[config.mk]
export PLATFORM = sky130hd
export DESIGN_NAME = bp_slot_arbiter
export DESIGN_NICKNAME = d
export VERILOG_FILES = /design/src/rtl/bp_arb_pkg.sv /design/src/rtl/slot_prio_enc.sv /design/src/rtl/slot_id_match.sv /design/src/rtl/bp_slot_arbiter.sv
export SDC_FILE = /design/constraint.sdc
export NUM_CORES = 1
export LEC_CHECK = 0
export CAP_MARGIN = 20
export CORE_MARGIN = 1.5
export CORE_UTILIZATION = 31
export DETAILED_ROUTE_END_ITERATION = 12
export PLACE_DENSITY = 0.81
export SLEW_MARGIN = 20
export SYNTH_ARGS = -nofsm -noshare
export SYNTH_HDL_FRONTEND = slang
export SYNTH_HIERARCHICAL = 1
export SYNTH_SLANG_ARGS = --single-unit
[constraint.sdc]
create_clock -name clk -period 2 [get_ports clk]
set_input_delay 0.4 -clock clk [delete_from_list [all_inputs] [get_ports clk]]
set_output_delay 0.4 -clock clk [all_outputs]
set_load 0.03 [all_outputs]
[src/rtl/bp_arb_pkg.sv]
package bp_arb_pkg;

    typedef enum logic {
        PH_RX_IDLE = 1'b0,
        PH_TX_COLL = 1'b1
    } arb_phase_e;

endpackage

[src/rtl/slot_prio_enc.sv]
module slot_prio_enc #(
    parameter int NUM_SLOTS = 16,
    localparam int IDW = $clog2(NUM_SLOTS)
) (
    input  logic [NUM_SLOTS-1:0] req,
    output logic                 any,
    output logic [IDW-1:0]       idx
);

    // Lowest set index wins: scan downward so the last hit is the smallest.
    always_comb begin
        idx = '0;
        for (int i = NUM_SLOTS - 1; i >= 0; i--) begin
            if (req[i]) begin
                idx = IDW'(i);
            end
        end
    end

    assign any = |req;

endmodule

[src/rtl/slot_id_match.sv]
module slot_id_match #(
    parameter int NUM_SLOTS = 16,
    localparam int IDW = $clog2(NUM_SLOTS)
) (
    input  logic [IDW-1:0]       bus_id,
    input  logic                 bus_valid,
    output logic [NUM_SLOTS-1:0] hit
);

    // One comparator per slot against its strapped number.
    for (genvar g = 0; g < NUM_SLOTS; g++) begin : g_slot
        localparam logic [IDW-1:0] STRAP = IDW'(g);
        assign hit[g] = bus_valid && (bus_id == STRAP);
    end

endmodule

[src/rtl/bp_slot_arbiter.sv]
module bp_slot_arbiter
    import bp_arb_pkg::*;
#(
    parameter int NUM_SLOTS = 16,
    localparam int IDW = $clog2(NUM_SLOTS)
) (
    input  logic                 clk,
    input  logic                 rst_n,
    input  logic [NUM_SLOTS-1:0] slot_req,
    input  logic                 phase,
    output logic [IDW-1:0]       arb_id,
    output logic                 arb_valid,
    output logic [NUM_SLOTS-1:0] slot_hit
);

    typedef struct packed {
        logic [IDW-1:0] id;
        logic           valid;
        arb_phase_e     phase;
    } arb_state_t;

    arb_state_t state_d, state_q;

    logic           enc_any;
    logic [IDW-1:0] enc_idx;

    slot_prio_enc #(.NUM_SLOTS(NUM_SLOTS)) i_enc (
        .req (slot_req),
        .any (enc_any),
        .idx (enc_idx)
    );

    always_comb begin
        state_d       = state_q;
        state_d.phase = arb_phase_e'(phase);
        if (!enc_any) begin
            state_d.valid = 1'b0;
            state_d.id    = '0;
        end else if (!state_q.valid || (arb_phase_e'(phase) != state_q.phase)) begin
            state_d.valid = 1'b1;
            state_d.id    = enc_idx;
        end
    end

    always_ff @(posedge clk) begin
        if (!rst_n) begin
            state_q <= '{id: '0, valid: 1'b0, phase: PH_RX_IDLE};
        end else begin
            state_q <= state_d;
        end
    end

    assign arb_id    = state_q.id;
    assign arb_valid = state_q.valid;

    slot_id_match #(.NUM_SLOTS(NUM_SLOTS)) i_match (
        .bus_id    (state_q.id),
        .bus_valid (state_q.valid),
        .hit       (slot_hit)
    );

endmodule

# Word level (Yosys, flattened, before mapping)

Index checks and enable logic that the tools add are counted.

Reductions and logical operators: 21
Magnitude comparators: 0
Bitwise logic cells: 0
Eq/ne operators: 16
Shifts and indexed selects: 0
Muxes and demuxes: 16
Div/mod/pow operators: 0
Add/sub/neg operators: 0
Multiply operators: 0

Operators by type and width:

| operator                                      | count |
|---|---|
| 2-to-1 mux 4 bit                              | 16 |
| == test 4 bit, second input constant          | 8 |
| == test 4 x 3 -> 1 bit, second input constant | 4 |
| logical AND 1 bit                             | 16 |
| OR reduction 16 bit                           | 1 |
| == test 4 x 2 -> 1 bit, second input constant | 2 |
| == test 4 x 1 -> 1 bit, second input constant | 1 |
| logical NOT 4 bit                             | 1 |
| AND reduction 2 bit                           | 1 |
| logical NOT 1 bit                             | 1 |
| logical OR 1 bit                              | 1 |
| inequality test 1 bit                         | 1 |

Flip-flop bits (word level): 6
ROM bits: 0
Output and inout bits: 21
Memories: 0
Input port bits: 19
Bits in writable memories: 0
Word-level logic and storage cells: 56
Latch bits: 0

# Longest topological paths before layout

Gate-level depths: netlist of the first run.

Word-level depth: 16
Depth in mapped cells: 6
Mapped depth without buffers: 6

# Cells and area by module

The synthesis of the first run kept the hierarchy.

By module, submodules not included:

| module          | seq. area each (µm²) | area each (µm²) | times used | cells each |
|---|---|---|---|---|
| bp_slot_arbiter | 120.1                | 254.0           | 1          | 27 |
| slot_prio_enc   | 0.0                  | 176.4           | 1          | 34 |
| slot_id_match   | 0.0                  | 117.6           | 1          | 23 |

# Least setup slack after synthesis of the first run

OpenSTA, ideal clock, no wires.

Path kind: register to output
From: register state_q, in the netlist arb_valid
To: output slot_hit[12]
Required time: 1.600 ns
Path buffers: 0
Setup slack: 0.093 ns
Data arrival time: 1.507 ns
Stages on the path, launching flop included: 3
Path through: dfxtp_1 -> nand3_1 -> nor3_1

Longest elaborated chain between the ends: 1

RTL lines:

| element                | line                  | RTL |
|---|---|---|
| from (decl)            | bp_slot_arbiter.sv:22 | `arb_state_t state_d, state_q;` |
| from (signal assigned) | bp_slot_arbiter.sv:47 | `state_q <= '{id: '0, valid: 1'b0, phase: PH_RX_IDLE};` |
| from (signal assigned) | bp_slot_arbiter.sv:49 | `state_q <= state_d;` |
| logical AND 1 bit      | slot_id_match.sv:13   | `assign hit[g] = bus_valid && (bus_id == STRAP);` |
| to (decl)              | bp_slot_arbiter.sv:13 | `output logic [NUM_SLOTS-1:0] slot_hit` |

No other way between the ends.

# Worst setup path in the final report of the first run

From: register state_q, in the netlist arb_valid
To: output slot_hit[0]

Same word-level chain as after synthesis.

==> results.yml, run 1 <==
power_and_ir_drop:
  power_density_mw_per_mm2: 391
  p_leak_nw: 0.407
  p_clk_share_pct: 31.0
  switching_share_pct: 30.1
  switchingPower_uw: 110
  intPower_uw: 255
  vdd.ir_drop.worst_uv: 239
  pwr-share-seq_pct: 36.4
  pwr-share-comb_pct: 32.6
cells_and_area:
  nets: 144
  utilization_pct: 55.3
  drive_gt1_share_pct: 9.76
  syn2layout_area_growth_pct: 70.5
  diodes: 0
  finalNonFillerCells: 140
setup_path:
  critPathLaunchType: "register"
  crit_cells: 4
  r2r-end: "arb_id[3]"
  cpPeakStageDelay_ns: 0.41
  r2r_setup_slack_ns: 1.01
  r2r_cells: 4
  crit_family: "simple AND/OR/NAND/NOR gates"
  cp_max_fo: 6
  crit_slowest_cell: "or3b_4"
  crit_chain: "buf_4, or3b_4, nor3_2, buf_4"
  cp.arrival_ns: 1.50
  end_kind: "primary output"
  regToRegStartpoint: "arb_valid"
  required_ns: 1.60
  path_common_cell: "buf_4"
  crit_buf_inv: 2
  crit_type: "reg -> out"
  crit_end: "slot_hit[0]"
  startpoint: "arb_valid"
clocking:
  clk_latency_ns: 0.25
  clock-sinks: 6
  clkSlewWorstSetupHoldPaths_ns: 0.05
  cts.path.max_buffers: 2
  cts_root_buf: "clkbuf_4"
  cts_tree: "built"
  htreeDepth: 1
  cts_inserted_buffers: 3
  post_cts_buffers: 0
  holdBufCountCts: 0
grt:
  grt_usage_pct: 16.5
  grt_pass1_wl_um: 2460
  grt_max_degree: 10
  grt_antenna_before_repair: 0
  grt_pass1_vias: 632
  grt-ovfl-total: 0
route:
  vias: 723
  drt-initial-drc-count: 15
  drtAntennaViolNets: 0
  drcViolationCount: 0
  wire_per_inst_um: 10.4
  firstDrtPassIters: 4
  viasPerCell: 5.16
  drt-total-wl_um: 1460
yosys:
  synthCells: 84
  syn_area_per_cell_um2: 6.52
  synth_nets: 103
  synth.distinct_cells: 26
  ys_seq_elements: 6
  yosys_warnings: 6
  syn_area_um2: 548
  seq_area_frac_synth_pct: 21.9
floorplanning:
  initial_utilization_pct: 32.4
  fp-row-count: 15
  die_h_um: 45.0
  ios: 40
  die_area_mm2: 0.00203
  die_w_um: 45.0
  core_mm2: 0.00169
timing:
  final.setup.worst_slack_ns: 0.103
  fmax_mhz: 527
  worst_slew_pin_slew_ns: 0.373
  finalCritPeriodShare_pct: 94.9
  relSlewSlack_pct: 74.9
  min_period_ns: 1.90
  setup-violations-final: 0
  fin_hold_ws_ns: 0.518
  maxSlewViolCount: 0
  final_hold_viol_count: 0
  rsz0062_at_grt: "no"
  clock_skew_ns: 0.00260
place:
  place.gp.congestion: 0.744
  dp_hpwl_um: 1280
  portBuffers: 39
  place_inst: 137
  dp_worst_setup_slack_ns: -0.0208
worst_hold_path:
  min_path_type: "reg -> reg"
flow_run:
  cap_violations: 0
outcome:
  outcome: "finished, final reports clean"
## registers in the layout, indices dropped and copies added (netlist names)
name / cells
arb_id: 4
state_q: 1
arb_valid: 1
## worst reg2reg max path, cell delays in order (launching register included)
cell	delay, ns
dfxtp_1	0.38
buf_4	0.16
inv_1	0.06
o21ai_0	0.19
a21boi_1	0.08
## routing by layer
layer	global-route usage [%]	wire, µm	up-vias
met3	3.60	156	2
li1	-	-	370
met2	31.4	737	42
met4	8.82	11	0
met1	16.1	552	309
met5	0	0	-
## synthesized netlist by cell type, drive strengths merged
| library cell | instances | area share, % |
|---|---|---|
| a21boi | 4 | 5.5 |
| a21oi | 3 | 2.7 |
| a31oi | 2 | 2.3 |
| and2 | 2 | 2.3 |
| and3 | 1 | 1.1 |
| buf | 4 | 5.5 |
| dfxtp | 6 | 22 |
| inv | 4 | 2.7 |
| nand2 | 6 | 4.1 |
| nand2b | 3 | 3.4 |
| nand3 | 7 | 6.4 |
| nand3b | 2 | 2.7 |
| nor2 | 20 | 14 |
| nor3 | 5 | 5.5 |
| nor4 | 2 | 3.4 |
| o21ai | 6 | 5.5 |
| o22ai | 1 | 1.1 |
| o311a | 1 | 1.8 |
| o31ai | 1 | 1.4 |
| or3 | 1 | 1.1 |
| or3b | 1 | 2.1 |
| xnor2 | 1 | 1.6 |
| xor2 | 1 | 1.6 |
## metrics by stage
stage	setup TNS [ns]	area, µm²	power (mW)
after global placement	0	927	0.252
final	0	935	0.365
after CTS	0	935	0.370
after floorplan	0	548	0.191
after global routing	0	935	0.392
after detailed placement	-0.0666	927	0.255
## power by group through the flow
stage          Clock (mW)  Sequential, mW  Combinational (mW)
2_1_floorplan           0           0.137              0.0545
3_3_place_gp            0           0.135               0.117
3_5_place_dp            0           0.135               0.119
4_1_cts             0.117           0.133               0.120
5_1_grt             0.127           0.134               0.131
6_report            0.113           0.133               0.119
## timing repair
| item | CTS | global route |
|---|---|---|
| gates resized for setup | 12 | 0 |
| hold endpoints to repair | 0 | 0 |
| endpoints found under the setup margin | 12 | 0 |
## logic make-up (layout without fill, tap and decap cells)
group | after synthesis | count (layout) | share of synthesized area [%]
compound gates | 18 | 18 | 20.3
xor+xnor | 2 | 2 | 3.20
buf+inv | 8 | 47 | 8.22
flops | 6 | 6 | 21.9
simple gates | 50 | 50 | 46.3
## cell type report
type	count	area [µm²]
Inverter	4	15.0
Clock buffer	3	22.5
Sequential cell	6	120
Fill cell	190	754
Tap cell	17	21.3
Multi-Input combinational cell	70	383
Timing Repair Buffer	40	373
## how the worst min path moves through the flow
stage | from | to | cells past startpoint
2_1_floorplan | arb_id[2] | arb_id[2] | 2
3_3_place_gp | arb_id[2] | arb_id[2] | 2
3_5_place_dp | arb_id[2] | arb_id[2] | 2
4_1_cts | arb_id[2] | arb_id[2] | 2
5_1_grt | arb_id[2] | arb_id[2] | 2
6_report | arb_id[2] | arb_id[2] | 2
## cells in the final DEF, fill, tap and decap left out, drive strengths merged
cell type      instances
or3                    1
xnor2                  1
inv                    4
buf                    5
or3b                   1
nor4                   2
o311a                  1
nand3                  7
nor2                  20
a21oi                  3
clkdlybuf4s50         23
o31ai                  1
dlygate4sd2           12
nor3                   5
a21boi                 4
a31oi                  2
dfxtp                  6
clkbuf                 3
xor2                   1
and3                   1
nand2                  6
nand2b                 3
and2                   2
nand3b                 2
o21ai                  6
o22ai                  1
Power figures use the tool's default switching activity.
==> inputs of run 2 (changes only) <==
--- a/config.mk
+++ b/config.mk
@@ -9,7 +9,7 @@
 export CORE_MARGIN = 1.5
 export CORE_UTILIZATION = 31
 export DETAILED_ROUTE_END_ITERATION = 12
-export PLACE_DENSITY = 0.81
+export PLACE_DENSITY = 0.8
 export SLEW_MARGIN = 20
 export SYNTH_ARGS = -nofsm -noshare
 export SYNTH_HDL_FRONTEND = slang
==> run 2 against run 1 <==
Worst hold slack improved by 0.00073 ns; maximum frequency increased by 0.44%; clock skew shrank 0.00090 ns; critical path type unchanged; total power shrank 1.5%; largest cell class unchanged; global-route usage increased by 0.15 points; cell count stayed put; core utilization did not move; wire length shrank 0.48%; register-to-register slack about the same; critical endpoint is now slot_hit[1]; clock-buffer cell count stayed put.
==> results.yml, run 2 (synthesis gave the netlist of run 1 again) <==
setup_path:
  r2r_cells: 4
  required_ns: 1.60
  critPathLaunchType: "register"
  end_kind: "primary output"
  cp_max_fo: 6
  crit_type: "reg -> out"
  cp.arrival_ns: 1.49
floorplanning:
  ios: 40
  die_w_um: 45.0
  die_area_mm2: 0.00203
  initial_utilization_pct: 32.4
  fp-row-count: 15
  die_h_um: 45.0
  core_mm2: 0.00169
route:
  drt-initial-drc-count: 3
  firstDrtPassIters: 4
  viasPerCell: 5.04
  drcViolationCount: 0
  vias: 705
  wire_per_inst_um: 10.4
  drtAntennaViolNets: 0
  drt-total-wl_um: 1450
grt:
  grt-ovfl-total: 0
  grt.busiest_layer: "met2"
  grt_antenna_before_repair: 0
  grt_pass1_vias: 626
  grtUsageMet3_pct: 0.800
  grt_max_degree: 10
  met1_usage_pct: 16.8
  grt_usage_pct: 16.6
  use_met2_pct: 31.4
  grt_pass1_wl_um: 2460
timing:
  worst_slew_pin_slew_ns: 0.368
  setup_tns_ns: 0
  relSlewSlack_pct: 75.2
  clock_skew_ns: 0.00169
  rsz0062_at_grt: "no"
  min_period_ns: 1.89
  fin_hold_ws_ns: 0.518
  maxSlewViolCount: 0
  setup-violations-final: 0
  finalCritPeriodShare_pct: 94.4
  fmax_mhz: 529
  final_hold_viol_count: 0
flow_run:
  cap_violations: 0
cells_and_area:
  nets: 144
  mostFrequentLayoutCell: "clkdlybuf4s50_1"
  design_area_um2: 935
  final_cell_mix: "clkdlybuf4s50_1, nor2_1, dlygate4sd2_1, nand3_1"
  utilization_pct: 55.3
  drive_gt1_share_pct: 9.76
  largest_register_ffs: 4
  diodes: 0
  syn2layout_area_growth_pct: 70.5
worst_hold_path:
  holdPathStages: 2
  min_path_type: "reg -> reg"
clocking:
  htreeDepth: 1
  clkSlewWorstSetupHoldPaths_ns: 0.04
  cts_tree: "built"
  cts_root_buf: "clkbuf_4"
  post_cts_buffers: 0
  holdBufCountCts: 0
  clk_latency_ns: 0.24
  clock-sinks: 6
  cts_inserted_buffers: 3
  cts.path.max_buffers: 2
power_and_ir_drop:
  power_density_mw_per_mm2: 385
  vdd.ir_drop.worst_uv: 204
  p_leak_nw: 0.407
place:
  portBuffers: 39
  dpl_cell_area_um2: 927
  dp_hpwl_um: 1280
  place.gp.congestion: 0.687
outcome:
  outcome: "finished, final reports clean"
[run 2: metal layers]
layer | share of wire, % | vias to the layer above | wire [µm]
met1 | 36 | 290 | 522
li1 | - | 370 | -
met5 | 0 | - | 0
met4 | 2.9 | 0 | 42
met3 | 7.5 | 4 | 109
met2 | 53 | 41 | 775
[run 2: area by class of cell]
| cell class | instances | area [µm²] |
|---|---|---|
| tap | 17 | 21.3 |
| sequential | 6 | 120 |
| timing repair buffer | 40 | 373 |
| multi-input combinational | 70 | 383 |
| clock buffer | 3 | 22.5 |
| fill | 186 | 754 |
| inverter | 4 | 15.0 |
[run 2: worst max-delay path, stage by stage, from the launching register on]
cell and delay [ns]:
dfxtp_1 0.38, buf_4 0.16, or3b_4 0.41, nor2_1 0.13, buf_4 0.17
[run 2: through the flow]
stage / instances / setup slack [ns] / power (mW)
2_1_floorplan: 84 / 0.0934 / 0.191
3_5_place_dp: 137 / -0.0335 / 0.255
4_1_cts: 140 / 0.0913 / 0.364
5_1_grt: 140 / 0.0359 / 0.382
3_3_place_gp: 137 / 0.0206 / 0.253
6_report: 140 / 0.111 / 0.360
[run 2: report_power, final]
part	internal [mW]	leakage [nW]	total (mW)	switching, mW
Sequential	0.125	0.0493	0.133	0.00800
Clock	0.0676	0.0138	0.108	0.0399
Combinational	0.0623	0.344	0.119	0.0566
Total	0.255	0.407	0.360	0.105
[run 2: worst paths after layout]
path,from,slack [ns],endpoint
min reg2reg,arb_id[2],0.52,arb_id[2]
min,arb_id[2],0.52,arb_id[2]
max,arb_valid,0.11,slot_hit[1]
max reg2reg,arb_valid,1.02,arb_id[3]
[run 2: what timing repair did]
item,4_1_cts,5_1_grt
hold endpoints to repair,0,0
gates resized for setup,12,0
endpoints found under the setup margin,12,0
